**src/rtl/sar_seq_pkg.sv**
```systemverilog
package sar_seq_pkg;
   typedef enum logic [1:0] {
      SQ_IDLE  = 2'd0,
      SQ_DELAY = 2'd1,
      SQ_RUN   = 2'd2
   } seq_state_t;

   localparam int SEL_W = 3;
endpackage

```
**src/rtl/sar_tad_gen.sv**
```systemverilog
module sar_tad_gen #(
   parameter int DIV0 = 2,
   parameter int DIV1 = 8,
   parameter int DIV2 = 32,
   parameter int DIV3 = 64
) (
   input  logic                         clk,
   input  logic                         rst_n,
   input  logic                         en_i,
   input  logic [sar_seq_pkg::SEL_W-1:0] sel_i,
   input  logic                         osc_tick_i,
   output logic                         tick_o
);
   localparam int CNT_W = $clog2(DIV3);

   if (DIV0 < 2 || DIV1 < 2 || DIV2 < 2 || DIV3 < 2) begin : g_bad_div
      $error("sar_tad_gen: every divisor must be at least 2");
   end
   if (DIV0 > DIV3 || DIV1 > DIV3 || DIV2 > DIV3) begin : g_bad_order
      $error("sar_tad_gen: DIV3 must be the largest divisor");
   end

   logic [CNT_W-1:0] cnt_q;
   logic [CNT_W-1:0] lim;
   logic             osc_sel;
   logic             div_hit;

   assign osc_sel = sel_i[2];

   always_comb begin
      case (sel_i[1:0])
         2'd0:    lim = CNT_W'(DIV0 - 1);
         2'd1:    lim = CNT_W'(DIV1 - 1);
         2'd2:    lim = CNT_W'(DIV2 - 1);
         default: lim = CNT_W'(DIV3 - 1);
      endcase
   end

   assign div_hit = (cnt_q == lim);

   always_ff @(posedge clk or negedge rst_n) begin
      if (!rst_n) begin
         cnt_q <= '0;
      end else if (!en_i || osc_sel || div_hit) begin
         cnt_q <= '0;
      end else begin
         cnt_q <= cnt_q + 1'b1;
      end
   end

   assign tick_o = en_i && (osc_sel ? osc_tick_i : div_hit);


   div_tick_spacing_chk: assert property (@(posedge clk) disable iff (!rst_n)
      (tick_o && !osc_sel) |=> !tick_o);
endmodule

```
**src/rtl/sar_trial_reg.sv**
```systemverilog
module sar_trial_reg #(
   parameter int RES_W = 10
) (
   input  logic             clk,
   input  logic             rst_n,
   input  logic             load_i,
   input  logic             step_i,
   input  logic             cmp_i,
   output logic [RES_W-1:0] code_o
);
   if (RES_W < 2) begin : g_bad_width
      $error("sar_trial_reg: RES_W must be at least 2");
   end

   localparam logic [RES_W-1:0] TOP_BIT = {1'b1, {(RES_W-1){1'b0}}};

   logic [RES_W-1:0] code_q;
   logic [RES_W-1:0] probe_q;

   always_ff @(posedge clk or negedge rst_n) begin
      if (!rst_n) begin
         code_q  <= '0;
         probe_q <= '0;
      end else if (load_i) begin
         code_q  <= TOP_BIT;
         probe_q <= TOP_BIT;
      end else if (step_i && (|probe_q)) begin
         code_q  <= (cmp_i ? code_q : (code_q & ~probe_q)) | (probe_q >> 1);
         probe_q <= probe_q >> 1;
      end
   end

   assign code_o = code_q;


   bit_keep_chk: assert property (@(posedge clk) disable iff (!rst_n)
      (step_i && !load_i && (|probe_q) && cmp_i) |=> ((code_o & $past(probe_q)) != '0));

   bit_drop_chk: assert property (@(posedge clk) disable iff (!rst_n)
      (step_i && !load_i && (|probe_q) && !cmp_i) |=> ((code_o & $past(probe_q)) == '0));
endmodule

```
**src/rtl/sar_conv_seq.sv**
```systemverilog
module sar_conv_seq #(
   parameter int RES_W     = 10,
   parameter int START_DLY = 1,
   parameter int INSTR_CYC = 4,
   parameter int DIV0      = 2,
   parameter int DIV1      = 8,
   parameter int DIV2      = 32,
   parameter int DIV3      = 64
) (
   input  logic             clk,
   input  logic             rst_n,
   input  logic             go_set_i,
   input  logic             go_clr_i,
   input  logic             flag_clr_i,
   input  logic [2:0]       clk_sel_i,
   input  logic             osc_tick_i,
   input  logic             cmp_i,
   output logic [RES_W-1:0] dac_code_o,
   output logic             sampling_o,
   output logic             go_o,
   output logic [RES_W-1:0] result_o,
   output logic             flag_o
);
   import sar_seq_pkg::*;

   if (START_DLY < 1) begin : g_bad_dly
      $error("sar_conv_seq: START_DLY must be at least 1");
   end
   if (INSTR_CYC < 0) begin : g_bad_instr
      $error("sar_conv_seq: INSTR_CYC must not be negative");
   end

   localparam int DLY_W = $clog2(START_DLY + INSTR_CYC + 1);
   localparam int TAD_W = $clog2(RES_W + 1);
   localparam logic [TAD_W-1:0] TAD_LAST = TAD_W'(RES_W);
   localparam logic [DLY_W-1:0] DLY_DIV  = DLY_W'(START_DLY - 1);
   localparam logic [DLY_W-1:0] DLY_OSC  = DLY_W'(START_DLY + INSTR_CYC - 1);

   seq_state_t       state_q;
   logic [DLY_W-1:0] dly_q;
   logic [TAD_W-1:0] tad_q;
   logic [SEL_W-1:0] sel_q;
   logic [RES_W-1:0] result_q;
   logic             flag_q;
   logic             tick;
   logic             done_evt;
   logic             load_trial;
   logic             step_trial;
   logic [RES_W-1:0] trial_code;

   sar_tad_gen #(
      .DIV0(DIV0), .DIV1(DIV1), .DIV2(DIV2), .DIV3(DIV3)
   ) u_tad (
      .clk        (clk),
      .rst_n      (rst_n),
      .en_i       (state_q == SQ_RUN),
      .sel_i      (sel_q),
      .osc_tick_i (osc_tick_i),
      .tick_o     (tick)
   );

   sar_trial_reg #(.RES_W(RES_W)) u_trial (
      .clk    (clk),
      .rst_n  (rst_n),
      .load_i (load_trial),
      .step_i (step_trial),
      .cmp_i  (cmp_i),
      .code_o (trial_code)
   );

   assign load_trial = (state_q == SQ_DELAY) && (dly_q == '0) && !go_clr_i;
   assign step_trial = (state_q == SQ_RUN) && tick && !go_clr_i;
   assign done_evt   = step_trial && (tad_q == TAD_LAST);

   always_ff @(posedge clk or negedge rst_n) begin
      if (!rst_n) begin
         state_q  <= SQ_IDLE;
         dly_q    <= '0;
         tad_q    <= '0;
         sel_q    <= '0;
         result_q <= '0;
      end else begin
         case (state_q)
            SQ_IDLE: begin
               if (go_set_i) begin
                  sel_q   <= clk_sel_i;
                  dly_q   <= clk_sel_i[2] ? DLY_OSC : DLY_DIV;
                  state_q <= SQ_DELAY;
               end
            end
            SQ_DELAY: begin
               if (go_clr_i) begin
                  state_q <= SQ_IDLE;
               end else if (dly_q == '0) begin
                  tad_q   <= '0;
                  state_q <= SQ_RUN;
               end else begin
                  dly_q <= dly_q - 1'b1;
               end
            end
            SQ_RUN: begin
               if (go_clr_i) begin
                  state_q <= SQ_IDLE;
               end else if (done_evt) begin
                  result_q <= trial_code;
                  state_q  <= SQ_IDLE;
               end else if (tick) begin
                  tad_q <= tad_q + 1'b1;
               end
            end
            default: state_q <= SQ_IDLE;
         endcase
      end
   end

   always_ff @(posedge clk or negedge rst_n) begin
      if (!rst_n) begin
         flag_q <= 1'b0;
      end else if (done_evt) begin
         flag_q <= 1'b1;
      end else if (flag_clr_i) begin
         flag_q <= 1'b0;
      end
   end

   assign go_o       = (state_q != SQ_IDLE);
   assign sampling_o = (state_q == SQ_IDLE);
   assign result_o   = result_q;
   assign flag_o     = flag_q;
   assign dac_code_o = trial_code;


   result_hold_chk: assert property (@(posedge clk) disable iff (!rst_n)
      (go_o && $past(go_o)) |-> $stable(result_o));

   done_together_chk: assert property (@(posedge clk) disable iff (!rst_n)
      $rose(flag_o) |-> (!go_o && sampling_o));

   abort_clean_chk: assert property (@(posedge clk) disable iff (!rst_n)
      (go_o && go_clr_i) |=> (!go_o && $stable(result_o)));

   flag_clear_chk: assert property (@(posedge clk) disable iff (!rst_n)
      (flag_clr_i && !done_evt) |=> !flag_o);

   busy_go_ignored_chk: assert property (@(posedge clk) disable iff (!rst_n)
      (go_o && go_set_i && !go_clr_i && !done_evt) |=> go_o);
endmodule

```
**config.mk**
```make
export PLATFORM = sky130hd
export DESIGN_NAME = sar_conv_seq
export DESIGN_NICKNAME = d
export VERILOG_FILES = /design/src/rtl/sar_seq_pkg.sv /design/src/rtl/sar_tad_gen.sv /design/src/rtl/sar_trial_reg.sv /design/src/rtl/sar_conv_seq.sv
export SDC_FILE = /design/constraint.sdc
export NUM_CORES = 1
export LEC_CHECK = 0
export ABC_AREA = 1
export BUFFER_PORTS_ARGS = -buffer_cell sky130_fd_sc_hd__buf_2
export CAP_MARGIN = 20
export CORE_MARGIN = 2
export CORE_UTILIZATION = 36
export CTS_CLUSTER_DIAMETER = 80
export DETAILED_ROUTE_END_ITERATION = 7
export PLACE_DENSITY_LB_ADDON = 0.15
export SYNTH_ARGS = -nofsm -noshare
export SYNTH_HDL_FRONTEND = slang
export SYNTH_HIERARCHICAL = 1
export SYNTH_SLANG_ARGS = --single-unit
```
**constraint.sdc**
```tcl
create_clock -name clk -period 3.7 [get_ports clk]
set_clock_uncertainty 0.15 [all_clocks]
set_input_delay 0.37 -clock clk [delete_from_list [all_inputs] [get_ports clk]]
set_output_delay 0.37 -clock clk [all_outputs]
set_load 0.05 [all_outputs]
```
==> results of run 1 <==
==> flip-flops by register name, indices dropped and copies added (netlist names) <==
| signal | count |
|---|---|
| state_q | 2 |
| flag_o | 1 |
| dly_q | 3 |
| tad_q | 4 |
| result_o | 10 |
| u_trial/code_o | 10 |
| sel_q | 3 |
| u_trial/probe_q | 10 |
| u_tad/cnt_q | 6 |
==> how the worst min path moves through the flow <==
stage	start	to	slack, ns	depth (start not counted)
detailed placement	rst_n	u_tad/cnt_q[4]$_DFF_PN0_	0.15	1
floorplan	rst_n	dly_q[0]$_DFFE_PN0P_	-0.08	0
global placement	rst_n	u_tad/cnt_q[4]$_DFF_PN0_	0.16	1
CTS	flag_clr_i	flag_o$_DFFE_PN0P_	0.1	2
global route	flag_clr_i	flag_o$_DFFE_PN0P_	0.11	2
finish	flag_clr_i	flag_o$_DFFE_PN0P_	0.11	2
==> cells in the mapped netlist (all sizes together) (2+ instances only) <==
cell type / count
a21oi: 10
buf: 8
dfrtp: 49
ha: 5
inv: 34
mux2: 2
nand2: 90
nand3: 36
nand4: 2
nor2: 28
o21ai: 27
xor2: 4
==> layer usage <==
| metal | vias up | routed length (um) | share of wire | track usage |
|---|---|---|---|---|
| li1 | 1017 | - | - | - |
| met1 | 910 | 2390 | 0.49 | 0.193 |
| met4 | 0 | 97 | 0.020 | 0.0568 |
| met2 | 33 | 2280 | 0.46 | 0.235 |
| met3 | 9 | 151 | 0.031 | 0.0286 |
| met5 | - | 0 | 0 | 0 |
==> logic make-up (layout without fill, tap and decap cells) <==
group	count (synthesis)	count (layout)	synth area share
AND/OR/NAND/NOR	157	157	0.278
flip-flops	49	49	0.501
buffers and inverters	43	76	0.0812
AO/OA/AOI/OAI	39	39	0.0873
adder cells (fa/ha/maj)	5	5	0.0255
XOR/XNOR	5	5	0.0179
multiplexers	2	2	0.00919
==> worst max-delay path, cell delays in order (launching register included) <==
cell	delay (ns)
dfrtp_1	0.42
inv_2	0.10
nand2_1	0.15
inv_1	0.11
o21ai_0	0.09
a21oi_1	0.16
nand3_2	0.14
nor2_4	0.28
inv_1	0.06
o21bai_2	0.30
nand2_2	0.36
nand2_1	0.09
nand2_1	0.07
nand2_1	0.04
==> where the power goes <==
group          switching (mW)  internal [mW]
Clock                   0.171          0.148
Combinational           0.518          0.220
Sequential              0.124          0.664
Total                   0.813           1.03
==> per-stage QoR <==
stage                     area [um^2]  power, mW  std cells
after floorplan                  2450       1.36        300
after global placement           2650       1.54        405
after global routing             2750       2.01        413
after CTS                        2750       1.87        413
final                            2750       1.85        413
after detailed placement         2650       1.54        405
==> area by class of cell <==
class                      instances  area (um^2)
fill                             706         3930
inverter                          34          128
clock inverter                     1         7.51
sequential                        49         1230
clock buffer                       6         82.6
multi-input combinational        208         1020
timing repair buffer              35          185
tap                               80          100
==> reports/qor.csv, run 1 <==
metric,value,unit
status,"finished, final reports clean",
cts_buffers,5,
critPathArrivalTime,2.65,ns
crit_required,3.75,ns
cp_max_fo,19,
synth_edf_count,0,
r2r_end,u_trial/code_o[9]$_DFFE_PN0P_,
ff2ff_setup_slack,1.09,ns
end_kind,flip-flop,
syn_inst,300,
grt_pass1_wl,8.55,mm
vias,1969,
holdCritPathClass,in -> reg,
core,6680,um^2
clkLatencyLatePin,0.30,ns
dieArea,7480,um^2
synth_top_area_share,0.501,
wl,4.92,mm
crit_end,u_trial/code_o[9]$_DFFE_PN0P_,
htree_levels,2,
cts-resized-gates,0,
ys_seq_elements,49,
drtAntennaViolNets,0,
synthArstFlopShare,1.00,
numPortBuffers,32,
start_util,0.367,
maxSlewHeadroom,0.446,
power.leakage,1.46,nW
grt_util_all_layers,0.145,
antenna_found_initial,0,
io_pins,33,
drive_above_1_share,0.177,
r2r_cells,13,
drc,0,
post_drt_wl_per_cell,11.9,um
reg2reg_from,state_q[0]$_DFFE_PN0P_,
die_height,86.5,um
dp_slack,1.05,ns
grt_setup_unrepaired,no,
cts_tree,yes,
worst_pin_slew,0.828,ns
fin_crit_sh,0.704,
final_common_cell,nand2_1,
cts_sinks,49,
gr-total-overflow,0,
finalSetupViolations,0,
cellPowerDensity,670,nW/um^2
syn-cell-area,2450,um^2
ys_warn_count,6,
post_cts_buffers,0,
finalSetupTns,0,ns
areaGrowthSynthToFinish,12.4,%
crit_path_start_kind,flip-flop,
yosys-top-cells-area,"dfrtp_1 50%, nand2_1 13%, nand3_1 6.7%",
mostFrequentLayoutCells,"87 x nand2_1, 49 x dfrtp_1, 33 x nand3_1",
yosysUniqueCellTypes,28,
syn_avg_cell_area,8.17,um^2
clk_pin_slew_worst_paths,0.09,ns
finalWeightedCongestion,0.769,
synth_nets,315,
ir_drop,383,uV
drv_slew,0,
fin_ws,1.09,ns
crit_path_start,state_q[0]$_DFFE_PN0P_,
post-route-util,0.412,
seq_area_frac_synth,0.501,
grt_pass1_vias,1818,
viasPerCell,4.77,
critPathKind,reg -> reg,
synth_ff_type,dfrtp_1,
clockBufferDepth,2,
drv_cap,0,
hold_viol_final,0,
firstDrtPassIters,4,
rows,30,
place_hpwl,3.58,mm
drtIter0Drc,97,
dieWidth,86.5,um
antenna_cells,0,
fin_crit,2.61,ns
max_freq,384,MHz
synth_top_cell_by_area,dfrtp_1,
hold_buffers,1,
cts-root-buf,clkbuf_8,
hold_ws,0.105,ns
final_nets,348,
grt_max_degree,36,
Note: power is estimated with default switching activity, not from simulation.
==> inputs of run 2 (changes only) <==
--- a/config.mk
+++ b/config.mk
@@ -5,7 +5,7 @@
 export SDC_FILE = /design/constraint.sdc
 export NUM_CORES = 1
 export LEC_CHECK = 0
-export ABC_AREA = 1
+export ABC_AREA = 0
 export BUFFER_PORTS_ARGS = -buffer_cell sky130_fd_sc_hd__buf_2
 export CAP_MARGIN = 20
 export CORE_MARGIN = 2
==> constraint.sdc (replaced) <==
create_clock -name clk -period 2.1 [get_ports clk]
set_clock_uncertainty 0.15 [all_clocks]
set_input_delay 0.21 -clock clk [delete_from_list [all_inputs] [get_ports clk]]
set_output_delay 0.21 -clock clk [all_outputs]
set_load 0.05 [all_outputs]
==> run 2 against run 1 <==
The flow now finishes with violations (negative setup slack). Combinational power is 12% higher. Non-clock buffer count is 29 higher. Setup slack worse by 1.4 ns. Global-route usage fell by 0.15 points. Cell count decreased by 15%. Clock power rose by 87%. Sequential power increased by 45%. Critical path type unchanged. Largest cell class unchanged. Largest power group unchanged.
==> reports/qor.csv, run 2 <==
metric,value,unit,change
cellPowerDensity,841,nW/um^2,+26%
crit_path_start_kind,flip-flop,,
grt_pass1_wl,8.28,mm,-3.1%
fin_crit_sh,1.14,,+0.433
grt_util_all_layers,0.144,,-0.00149
synth.most_common_cell,dfrtp_1,,
grt_max_degree,21,,-42%
drtAntennaViolNets,0,,unchanged
finalSetupViolations,35,,+35
ys_seq_elements,49,,unchanged
cts_sinks,49,,unchanged
io_pins,33,,unchanged
grt_pass1_vias,1699,,-6.5%
cts_buffers,5,,unchanged
crit_required,2.15,ns,-1.60 ns
status,"complete, but fails checks",,
syn_avg_cell_area,11.2,um^2,+37%
clk_pin_slew_worst_paths,0.09,ns,about the same
critPathKind,reg -> reg,,
firstDrtPassIters,4,,unchanged
holdCritPathClass,in -> reg,,
maxSlewHeadroom,0.713,,+0.268
violations,negative setup slack,,
dieArea,7140,um^2,-4.6%
fin_ws,-0.289,ns,-1.38 ns
wl,5.01,mm,+2.0%
yosys-top-cells-area,"dfrtp_1 53%, mux2_2 6.3%, a21oi_1 3.2%",,
fin_crit,2.39,ns,-0.217 ns
place_hpwl,3.52,mm,-1.7%
vias,1746,,-11%
cts_tree,yes,,
dieWidth,84.5,um,-2.3%
slowest_stage,or3_4,,
final_common_cell,dfrtp_1,,
clockBufferDepth,2,,unchanged
max_freq,419,MHz,+9.1%
drv_cap,0,,unchanged
worst_pin_slew,0.430,ns,-0.398 ns
finalSetupTns,-7.78,ns,-7.78 ns
r2r_cells,7,,-6
slowest_delay,0.40,ns,-0.02 ns
ir_drop,789,uV,+110%
stdcell_area,3040,um^2,+10%
drive_above_1_share,0.376,,+0.199
antenna_cells,0,,unchanged
critPathArrivalTime,2.44,ns,-0.21 ns
crit_chain,"or3_4, o32ai_4, a31o_1, nand3b_4, nor4_4, buf_6, mux2_2",,
drv_slew,0,,unchanged
seq_area_frac_synth,0.526,,+0.0252
drtIter0Drc,106,,+9.3%
antenna_found_initial,0,,unchanged
yosysUniqueCellTypes,47,,+68%
drc,0,,unchanged
htree_levels,2,,unchanged
cp_max_fo,10,,-9
synthArstFlopShare,1.00,,unchanged
synth_top_area_share,0.526,,+0.0252
syn_inst,208,,-31%
cts-root-buf,clkbuf_8,,
end_kind,flip-flop,,
post_drt_wl_per_cell,14.3,um,+20%
areaGrowthSynthToFinish,30.5,%,
hold_viol_final,0,,unchanged
synth_top_cell_by_area,dfrtp_1,,
ys_top_cells_by_count,"49 x dfrtp_1, 18 x inv_1, 15 x a21oi_1",,
syn-cell-area,2330,um^2,-4.8%
gr-total-overflow,0,,unchanged
start_util,0.369,,+0.00273
rows,29,,-3.3%
synth_ff_type,dfrtp_1,,
mostFrequentLayoutCells,"49 x dfrtp_1, 32 x buf_2, 22 x buf_4",,
finalWeightedCongestion,0.801,,+4.1%
numPortBuffers,32,,unchanged
hold_depth,3,,+1
synth_nets,223,,-29%
synth_edf_count,0,,unchanged
final_nets,288,,-17%
dpl-instance-area,2740,um^2,+3.4%
grt_setup_unrepaired,yes,,
ys_warn_count,6,,unchanged
power.leakage,1.47,nW,+1.3%
die_height,84.5,um,-2.3%
core,6310,um^2,-5.5%
viasPerCell,4.97,,+4.3%
clkLatencyLatePin,0.31,ns,about the same
## run 2: routing by layer
metal / vias to the layer above / wire length [um] / track usage
met2: 26 / 2360 / 0.228
met3: 4 / 152 / 0.0295
li1: 867 / - / -
met4: 0 / 51 / 0.0447
met1: 849 / 2450 / 0.199
met5: - / 0 / 0
## run 2: what timing repair did
item | in CTS | in global routing
hold endpoints to repair | 18 | 0
pin swaps | 9 | 1
gates cloned | 0 | 1
buffers inserted | 4 | 1
hold buffers | 3 | 0
gates resized for setup | 21 | 14
setup endpoints to repair | 34 | 36
## run 2: area by class of cell
type	count	area, um^2
fill	594	3270
sequential	49	1230
multi-input combinational	135	1090
timing repair buffer	64	469
tap	77	96.3
clock buffer	5	68.8
inverter	18	67.6
clock inverter	3	28.8
## run 2: kinds of logic after synthesis
kind of cell | after synthesis | share of synthesized area
multiplexers | 19 | 0.0891
buffers and inverters | 24 | 0.0461
adder cells (fa/ha/maj) | 5 | 0.0268
AND/OR/NAND/NOR | 59 | 0.155
AO/OA/AOI/OAI | 48 | 0.142
flip-flops | 49 | 0.526
XOR/XNOR | 4 | 0.0150
## run 2: final timing paths
| check | start | endpoint | slack (ns) |
|---|---|---|---|
| worst max-delay path | sel_q[1]$_DFFE_PN0P_ | result_o[9]$_DFFE_PN0P_ | -0.29 |
| worst min-delay path | flag_clr_i | flag_o$_DFFE_PN0P_ | 0.02 |
| worst max register to register | sel_q[1]$_DFFE_PN0P_ | result_o[9]$_DFFE_PN0P_ | -0.29 |
| worst min register to register | flag_o$_DFFE_PN0P_ | flag_o$_DFFE_PN0P_ | 0.34 |
| max in group asynchronous | rst_n | u_trial/code_o[3]$_DFFE_PN0P_ | 0.99 |
| min in group asynchronous | rst_n | tad_q[1]$_DFFE_PN0P_ | 0.21 |
## run 2: through the flow
stage               power, mW  hold WS [ns]  utilization  worst slack [ns]  cells
finish                   2.56        0.0154        0.482            -0.289    351
global route             2.72       0.00150        0.482            -0.360    351
CTS                      2.58       0.00584        0.471            -0.285    350
detailed placement       1.96        0.0313        0.435            -0.316    335
global placement         1.96        0.0332        0.435            -0.267    335
floorplan                1.69        -0.236            -            -0.359    208
## run 2: critical path: cells and delay by family (launching register included)
kind / cells / cell delay [ns]
flip-flops: 1 / 0.39
AO/OA/AOI/OAI: 2 / 0.45
multiplexers: 1 / 0.34
buffers and inverters: 1 / 0.21
AND/OR/NAND/NOR: 3 / 0.75
## run 2: power by group
group	internal [mW]	leakage (nW)	switching, mW
sequential	1.06	0.660	0.0800
combinational	0.347	0.764	0.479
clock	0.250	0.0506	0.349
